===== src/rtl/irq_casc_pkg.sv =====
package irq_casc_pkg;
   localparam int NUM_UNITS = 3;
   localparam int ADDR_W    = 5;

   typedef enum logic [2:0] {
      RG_ENABLE = 3'd0,
      RG_POLAR  = 3'd1,
      RG_KIND   = 3'd2,
      RG_RAW    = 3'd3,
      RG_MASKED = 3'd4
   } reg_sel_e;
endpackage


===== src/rtl/irq_sync.sv =====
module irq_sync #(
   parameter int W      = 8,
   parameter int STAGES = 2
) (
   input  logic         clk,
   input  logic         rst_n,
   input  logic [W-1:0] din,
   output logic [W-1:0] dout
);
   logic [W-1:0] pipe [STAGES];

   always_ff @(posedge clk or negedge rst_n) begin
      if (!rst_n) begin
         for (int i = 0; i < STAGES; i++) pipe[i] <= '0;
      end else begin
         pipe[0] <= din;
         for (int i = 1; i < STAGES; i++) pipe[i] <= pipe[i-1];
      end
   end

   assign dout = pipe[STAGES-1];
endmodule


===== src/rtl/irq_unit.sv =====
module irq_unit #(
   parameter int           N         = 32,
   parameter logic [N-1:0] POL_RESET = '1
) (
   input  logic         clk,
   input  logic         rst_n,
   input  logic [N-1:0] lvl_in,
   input  logic         wr_enable,
   input  logic         wr_polar,
   input  logic         wr_kind,
   input  logic         wr_clear,
   input  logic [N-1:0] wdata,
   output logic [N-1:0] enable_q,
   output logic [N-1:0] polar_q,
   output logic [N-1:0] kind_q,
   output logic [N-1:0] raw_q,
   output logic [N-1:0] masked,
   output logic         req
);
   logic [N-1:0] prev_q;
   logic [N-1:0] rise, fall, event_hit, active, clr_bits, raw_nxt;

   always_comb begin
      rise      = lvl_in & ~prev_q;
      fall      = ~lvl_in & prev_q;
      event_hit = (polar_q & rise) | (~polar_q & fall);
      active    = ~(lvl_in ^ polar_q);
      clr_bits  = wr_clear ? wdata : '0;
      raw_nxt   = (kind_q & ((raw_q & ~clr_bits) | event_hit)) | (~kind_q & active);
   end

   always_ff @(posedge clk or negedge rst_n) begin
      if (!rst_n) begin
         enable_q <= '0;
         polar_q  <= POL_RESET;
         kind_q   <= '0;
         raw_q    <= '0;
         prev_q   <= '0;
      end else begin
         if (wr_enable) enable_q <= wdata;
         if (wr_polar)  polar_q  <= wdata;
         if (wr_kind)   kind_q   <= wdata;
         raw_q  <= raw_nxt;
         prev_q <= lvl_in;
      end
   end

   assign masked = raw_q & enable_q;
   assign req    = |masked;


   edge_cause_chk: assert property (@(posedge clk) disable iff (!rst_n)
      ((raw_q & ~$past(raw_q) & $past(kind_q) & ~($past(lvl_in) ^ $past(prev_q))) == '0));


   zero_write_keep_chk: assert property (@(posedge clk) disable iff (!rst_n)
      wr_clear |=> (($past(raw_q & kind_q & ~wdata) & ~raw_q) == '0));
endmodule


===== src/rtl/irq_prio.sv =====
module irq_prio #(
   parameter int N   = 32,
   parameter int IDX = $clog2(N)
) (
   input  logic [N-1:0]   vec,
   output logic [IDX-1:0] idx,
   output logic           valid
);
   always_comb begin
      idx = '0;
      for (int i = 0; i < N; i++) begin
         if (vec[i]) idx = IDX'(i);
      end
      valid = |vec;
   end
endmodule


===== src/rtl/cascade_irq_ctrl.sv =====
module cascade_irq_ctrl
   import irq_casc_pkg::*;
#(
   parameter int                N_SRC       = 32,
   parameter int                SYNC_STAGES = 2,
   parameter logic [N_SRC-1:0]  POL_RESET   = '1,
   localparam int               PRI_EXT     = N_SRC - 2,
   localparam int               SEC_EXT     = 2 * N_SRC,
   localparam int               IDX_W       = $clog2(N_SRC)
) (
   input  logic               clk,
   input  logic               rst_n,
   input  logic [PRI_EXT-1:0] pri_src,
   input  logic [SEC_EXT-1:0] sec_src,
   input  logic               reg_we,
   input  logic [ADDR_W-1:0]  reg_addr,
   input  logic [N_SRC-1:0]   reg_wdata,
   output logic [N_SRC-1:0]   reg_rdata,
   output logic               irq_out,
   output logic [IDX_W-1:0]   irq_idx,
   output logic               irq_idx_valid
);
   localparam int SYNC_W = PRI_EXT + SEC_EXT;

   if (N_SRC < 3 || N_SRC > 32) begin : g_bad_width
      $error("N_SRC must lie in 3..32");
   end
   if (SYNC_STAGES < 2) begin : g_bad_sync
      $error("SYNC_STAGES must be at least 2");
   end

   logic [SYNC_W-1:0] src_s;
   logic [N_SRC-1:0]  u_in     [NUM_UNITS];
   logic [N_SRC-1:0]  u_enable [NUM_UNITS];
   logic [N_SRC-1:0]  u_polar  [NUM_UNITS];
   logic [N_SRC-1:0]  u_kind   [NUM_UNITS];
   logic [N_SRC-1:0]  u_raw    [NUM_UNITS];
   logic [N_SRC-1:0]  u_masked [NUM_UNITS];
   logic              u_req    [NUM_UNITS];

   irq_sync #(.W(SYNC_W), .STAGES(SYNC_STAGES)) u_sync (
      .clk  (clk),
      .rst_n(rst_n),
      .din  ({sec_src, pri_src}),
      .dout (src_s)
   );

   always_comb begin
      u_in[0] = {u_req[2], u_req[1], src_s[PRI_EXT-1:0]};
      u_in[1] = src_s[PRI_EXT +: N_SRC];
      u_in[2] = src_s[PRI_EXT + N_SRC +: N_SRC];
   end

   for (genvar k = 0; k < NUM_UNITS; k++) begin : g_unit
      logic hit;
      assign hit = reg_we && (reg_addr[4:3] == 2'(k));

      irq_unit #(.N(N_SRC), .POL_RESET(POL_RESET)) u_unit (
         .clk      (clk),
         .rst_n    (rst_n),
         .lvl_in   (u_in[k]),
         .wr_enable(hit && reg_addr[2:0] == RG_ENABLE),
         .wr_polar (hit && reg_addr[2:0] == RG_POLAR),
         .wr_kind  (hit && reg_addr[2:0] == RG_KIND),
         .wr_clear (hit && reg_addr[2:0] == RG_RAW),
         .wdata    (reg_wdata),
         .enable_q (u_enable[k]),
         .polar_q  (u_polar[k]),
         .kind_q   (u_kind[k]),
         .raw_q    (u_raw[k]),
         .masked   (u_masked[k]),
         .req      (u_req[k])
      );
   end

   always_comb begin
      reg_rdata = '0;
      if (reg_addr[4:3] < 2'(NUM_UNITS)) begin
         case (reg_addr[2:0])
            RG_ENABLE: reg_rdata = u_enable[reg_addr[4:3]];
            RG_POLAR:  reg_rdata = u_polar[reg_addr[4:3]];
            RG_KIND:   reg_rdata = u_kind[reg_addr[4:3]];
            RG_RAW:    reg_rdata = u_raw[reg_addr[4:3]];
            RG_MASKED: reg_rdata = u_masked[reg_addr[4:3]];
            default:   reg_rdata = '0;
         endcase
      end
   end

   irq_prio #(.N(N_SRC)) u_prio (
      .vec  (u_masked[0]),
      .idx  (irq_idx),
      .valid(irq_idx_valid)
   );

   assign irq_out = u_req[0];


   req_valid_agree_chk: assert property (@(posedge clk) disable iff (!rst_n)
      irq_out == irq_idx_valid);


   idx_highest_chk: assert property (@(posedge clk) disable iff (!rst_n)
      irq_idx_valid |-> ((u_masked[0] >> irq_idx) == N_SRC'(1)));
endmodule


===== config.mk =====
export PLATFORM = sky130hd
export DESIGN_NAME = cascade_irq_ctrl
export DESIGN_NICKNAME = d
export VERILOG_FILES = /design/src/rtl/irq_casc_pkg.sv /design/src/rtl/irq_sync.sv /design/src/rtl/irq_unit.sv /design/src/rtl/irq_prio.sv /design/src/rtl/cascade_irq_ctrl.sv
export SDC_FILE = /design/constraint.sdc
export NUM_CORES = 1
export LEC_CHECK = 0
export ABC_AREA = 1
export BUFFER_PORTS_ARGS = -buffer_cell sky130_fd_sc_hd__buf_4
export CAP_MARGIN = 10
export CORE_MARGIN = 4
export CORE_UTILIZATION = 60
export DETAILED_ROUTE_END_ITERATION = 8
export PLACE_DENSITY = 0.76
export SYNTH_ARGS = -nofsm -noshare
export SYNTH_HDL_FRONTEND = slang
export SYNTH_SLANG_ARGS = --single-unit

===== constraint.sdc =====
create_clock -name clk -period 3.4 [get_ports clk]
set_input_delay 0.34 -clock clk [delete_from_list [all_inputs] [get_ports clk]]
set_output_delay 0.34 -clock clk [all_outputs]
set_load 0.005 [all_outputs]

# Word level (Yosys, flattened, before mapping)
# Cells that the tools add are included.
dict set report word_totals {
  regBits 668
  in_bits 134
  out_inout_bits 39
  wordCells 151
}
dict set report classes {
  order_cmp 2
  n_eq_ne 6
  mux 51
  bitwise_logic 55
  reduce_logical 20
}
# cell n
set ops {}
lappend ops {{32-bit AND} 24}
lappend ops {{32-bit NOT} 18}
lappend ops {{32-bit two-way mux} 14}
lappend ops {{32-bit binary-select mux with 2-bit select} 5}
lappend ops {{32-bit OR} 9}
lappend ops {{32-bit one-hot mux with 5 select lines} 1}
lappend ops {{32-bit OR reduction} 3}
lappend ops {{32-bit bitwise XOR} 3}
lappend ops {{5-bit two-way mux} 16}
lappend ops {{4-bit two-way mux} 8}
lappend ops {{1-bit logical AND} 15}
lappend ops {{3-bit two-way mux} 4}
lappend ops {{3-bit by 2-bit equality test with 1-bit output (second input constant)} 2}
lappend ops {{2-bit two-way mux} 2}
lappend ops {{3-bit by 1-bit equality test with 1-bit output (second input constant)} 1}
lappend ops {{3-bit equality test (second input constant)} 1}
lappend ops {{3-bit greater-or-equal comparator (second input constant)} 1}
lappend ops {{3-bit zero test} 1}
lappend ops {{2-bit NOT with 3-bit output} 1}
lappend ops {{2-bit by 1-bit equality test with 1-bit output (second input constant)} 1}
lappend ops {{2-bit equality test (second input constant)} 1}
lappend ops {{2-bit zero test} 1}
lappend ops {{2-bit less-than comparator (second input constant)} 1}
lappend ops {{1-bit two-way mux} 1}

# Depth between registers and ports, before layout
dict set report logic_depth {
  ltp_word 32
  ltp_mapped 32
  mapped_depth_nobuf 32
}

# Hierarchy
# A second synthesis with hierarchy kept.
dict set report unflattened {
  hier_cells 3476
  area_unflattened_um2 31453.9
}
# module n_inst cells_per_inst area_each_um2 seq_area_each_um2
set by_module_without_submodules {}
lappend by_module_without_submodules {irq_unit 3 657 6937.9 4043.9}
lappend by_module_without_submodules {irq_sync 1 282 5410.2 4704.5}
lappend by_module_without_submodules {cascade_irq_ctrl 1 1117 4800.9 0.0}
lappend by_module_without_submodules {irq_prio 1 106 429.2 0.0}

# Worst setup path before layout
# Ideal clock, no wire load.
dict set report synth_timing {
  path_kind {register to output}
  start {register g_unit[0].u_unit.raw_q[1]}
  end {output port irq_idx[0]}
  t_arrival_ps 1782
  required_ps 3060
  setup_slack_ps 1278
  stages_incl_launch_ff 33
  n_path_buf 0
  path_cell_list {dfrtp_1 nand2_1 clkinv_1 nand2_1 nand2_1 nand2_1 nand2_1 nand2_1 nand2_1 nand2_1 nand2_1 nand2_1 nand2_1 nand2_1 nand2_1 nand2_1 nand2_1 nand2_1 nand2_1 nand2_1 nand2_1 nand2_1 nand2_1 nand2_1 nand2_1 nand2_1 nand2_1 nand2_1 nand2_1 nand2_1 nand2_1 nand2_1 nand2_1}
}
dict set report synth_between {
  elab_chain_len 32
}
# item line
set synth_lines {}
lappend synth_lines {{start, declared} irq_unit.sv:16} ;# output logic [N-1:0] raw_q,
lappend synth_lines {{start signal, assigned} irq_unit.sv:43} ;# raw_q <= raw_nxt;
lappend synth_lines {{32-bit AND} irq_unit.sv:48} ;# assign masked = raw_q & enable_q;
lappend synth_lines {{1-bit two-way mux} irq_prio.sv:12} ;# if (vec[i]) idx = IDX'(i);
lappend synth_lines {{2-bit two-way mux (2 in a row)} irq_prio.sv:12}
lappend synth_lines {{3-bit two-way mux (4 in a row)} irq_prio.sv:12}
lappend synth_lines {{4-bit two-way mux (8 in a row)} irq_prio.sv:12}
lappend synth_lines {{5-bit two-way mux (16 in a row)} irq_prio.sv:12}
lappend synth_lines {{end, declared} cascade_irq_ctrl.sv:20} ;# output logic [IDX_W-1:0] irq_idx,
# No other way between the ends.

# Final worst setup path
dict set report layout_timing {
  start {register g_unit[0].u_unit.enable_q[1]}
  end {output port irq_idx[0]}
}
dict set report layout_between {
  elab_chain_len 32
}
# item line
set layout_lines {}
lappend layout_lines {{start, declared} irq_unit.sv:13} ;# output logic [N-1:0] enable_q,
lappend layout_lines {{start signal, assigned} irq_unit.sv:40} ;# if (wr_enable) enable_q <= wdata;
lappend layout_lines {{32-bit AND} irq_unit.sv:48}
lappend layout_lines {{1-bit two-way mux} irq_prio.sv:12}
lappend layout_lines {{2-bit two-way mux (2 in a row)} irq_prio.sv:12}
lappend layout_lines {{3-bit two-way mux (4 in a row)} irq_prio.sv:12}
lappend layout_lines {{4-bit two-way mux (8 in a row)} irq_prio.sv:12}
lappend layout_lines {{5-bit two-way mux (16 in a row)} irq_prio.sv:12}
# No other way between the ends.

==> results.cfg <==
[timing]
fmax_mhz = 307
relSlewSlack_pct = 40.8
worst_slew_pin_slew_ps = 887
period_share_pct = 95.7
fin_crit_ps = 3250
hold_viol_final = 0
fin_skew_ps = 22.8
holdWs_ps = 178
slew_viol_final = 0
rsz0062_at_grt = yes
setup_violations = 0
setup_ws_ps = 146

[synthesis]
synth_most_common_cell = nand2_1
async_reset_ff_share_pct = 100
synth_top_family_by_area = simple AND/OR/NAND/NOR gates
synthAdderAreaFrac_pct = 0
yosys-top-cells-area = dfrtp_1 (52%), nand2_1 (12%), dfstp_2 (9.2%)
synth_ff_type = dfrtp_1
synth.area.mux_share_pct = 0
yosysWarnings = 0
ys_top_cells_by_count = nand2_1 (864), dfrtp_1 (572), o21ai_0 (339)
ys_ff_latch = 668
synth_cell_types = 39
synth_edf_count = 0
synth_area_leader_cell = dfrtp_1
syn-instance-count = 2925
syn_area_um2 = 27500
ys_seq_area_share_pct = 61.2
synth_compound_area_share_pct = 16.5
synth_top_area_share_pct = 52.0
syn_area_per_cell_um2 = 9.41
synth_fp_nets = 3059
synth_xor_area_share_pct = 0
synth-simple-area-share_pct = 17.6

[clocking]
clkTransAtPathRegs_ps = 60
clock-sinks = 668
insertion_delay_ps = 610
cts-htree-levels = 3
cts_buffers = 69
clockRootBuffer = clkbuf_16
cts_tree = built
clk_path_buf_depth = 3

[floorplanning]
core_um2 = 45400
die_w_um = 222
die_y_um = 222
start_util_pct = 60.7
dieArea_um2 = 49400
num_io_pins = 173
rows = 78

[setup_path]
reg2reg_depth = 6
timing_worst_setup_path_type = flip-flop to primary output
crit_top_cell = nand2_1
timing.rr.start = g_unit[2].u_unit.enable_q[16]
critPathLaunchType = flip-flop
path_max_fanout = 3
end_kind = primary output
r2r-end = g_unit[0].u_unit.raw_q[31]
critPathMaxStageDelay_ps = 410
cp.required_ps = 3060
crit_slowest_cell = dfrtp_1
cp.arrival_ps = 2910
r2r_slack_ps = 1580

[routing]
drt_pass1_iterations = 9
viasPerCell = 6.16
wl_mm = 83.1
wl_per_cell_um = 21.8
first_iter_violations = 2919
ant_nets = 0
drc = 0
vias = 23507

[min_path]
hp-class = input port to flip-flop
hold_path_end = g_unit[2].u_unit.enable_q[4]
min_from = reg_wdata[4]
hold_depth = 3

[cells_and_area]
num-nets-final = 3295
antennaDiodeCount = 0
layout-drive-gt1-share_pct = 14.4
layoutNonFillerInstCount = 3816
syn_to_final_growth_pct = 20.0
fillers = 3171
final_cell_area_um2 = 33000

[grt]
grt_antenna_before_repair = 0
grt_pass1_vias = 23556
grt_start_max_net_pins = 102
gr-total-overflow = 0
track_usage_pct = 33.5
grt_pass1_wl_mm = 131

[placed_design]
gp_congestion = 0.918
dp_slack_ps = 608
dp_cells = 3593
dpl.hpwl_mm = 50.3
post_dp_cell_area_um2 = 29600
io_buffers = 172

[power_and_ir_drop]
power_mw = 21.7
ir_drop_mv = 0.441
leakagePower_nw = 14.8
power_density_nw_per_um2 = 656

[status]
status = finished clean

[flow_run]
drv_cap = 0
==> layout by cell type (no fill, tap or decap), types with 12 or more instances in the layout <==
cell / n
nand3_1: 154
o311ai_0: 34
nor2_1: 149
o21ai_0: 339
dfrtp_1: 572
clkbuf_1: 16
buf_12: 14
o221ai_1: 26
o21ai_1: 20
clkbuf_8: 12
o211ai_1: 108
a22oi_1: 45
a221oi_1: 20
dfstp_2: 96
nand4_1: 19
nand2_1: 853
o311ai_1: 60
clkbuf_16: 72
o22ai_1: 20
buf_4: 212
inv_1: 178
dlygate4sd3_1: 95
==> cells by family (layout without fill, tap and decap cells) <==
group           count (synthesis)  count (layout)
compound gates                706             706
buf+inv                       342             633
flops                         668             668
simple gates                 1209            1209
==> layer usage <==
metal	track usage, %	up-vias	wire length [µm]	share of wire, %
met5	0	-	0	0
met4	15.4	0	3890	4.7
met3	6.42	281	8050	9.7
met2	52.5	1411	38300	46
met1	46.2	11371	32800	39
li1	-	10444	-	-
==> sequential cells by signal (all words and copies together), names as in the netlist <==
register                flops
g_unit.u_unit.enable_q     96
u_sync.pipe                94
g_unit.u_unit.kind_q       96
g_unit.u_unit.prev_q       96
g_unit.u_unit.polar_q      96
g_unit.u_unit.raw_q        96
u_sync.dout                94
==> metrics by stage <==
stage	util [%]	TNS, ps
2_1_floorplan	-	0
3_3_place_gp	65.3	0
3_5_place_dp	65.3	0
4_1_cts	72.7	0
5_1_grt	72.8	-143
6_report	72.8	0
==> report_power, final <==
group | total [mW] | internal, mW | switching (mW)
clock | 8.08 | 4.92 | 3.15
sequential | 10.4 | 9.25 | 1.18
combinational | 3.17 | 1.30 | 1.88
total | 21.7 | 15.5 | 6.21
==> worst max-delay path by stage <==
stage / slack, ps / to / start / cells after the start
finish: 150 / irq_idx[0] / g_unit[0].u_unit.enable_q[1] / 33
global route: -140 / irq_idx[0] / g_unit[0].u_unit.enable_q[1] / 33
CTS: 110 / irq_idx[0] / g_unit[0].u_unit.raw_q[1] / 33
detailed placement: 610 / reg_rdata[11] / reg_addr[3] / 11
global placement: 690 / reg_rdata[20] / reg_addr[3] / 10
floorplan: 1280 / irq_idx[0] / g_unit[0].u_unit.raw_q[1] / 32
==> worst max-delay path, delay by kind of cell (launching register included) <==
kind | cells | cell delay (ps)
flip-flops | 1 | 410
buffers and inverters | 2 | 160
AND/OR/NAND/NOR | 31 | 1760
==> layout make-up <==
type | count | area (µm²) | share of cell area [%]
inverters | 184 | 691 | 2.09
flip-flops and latches | 668 | 16800 | 51.0
multi-input cells | 1915 | 9470 | 28.7
clock buffers | 100 | 2030 | 6.14
clock inverters | 26 | 409 | 1.24
well taps | 600 | 751 | 2.27
repair buffers | 323 | 2850 | 8.63
==> what timing repair did <==
| item | 4_1_cts | 5_1_grt |
|---|---|---|
| endpoints found under the hold margin | 163 | 0 |
| resized for setup | 0 | 4 |
| buffers inserted | 0 | 2 |
| endpoints found under the setup margin | 0 | 1 |
| hold buffers | 95 | 0 |
Power figures use the tool's default switching activity.
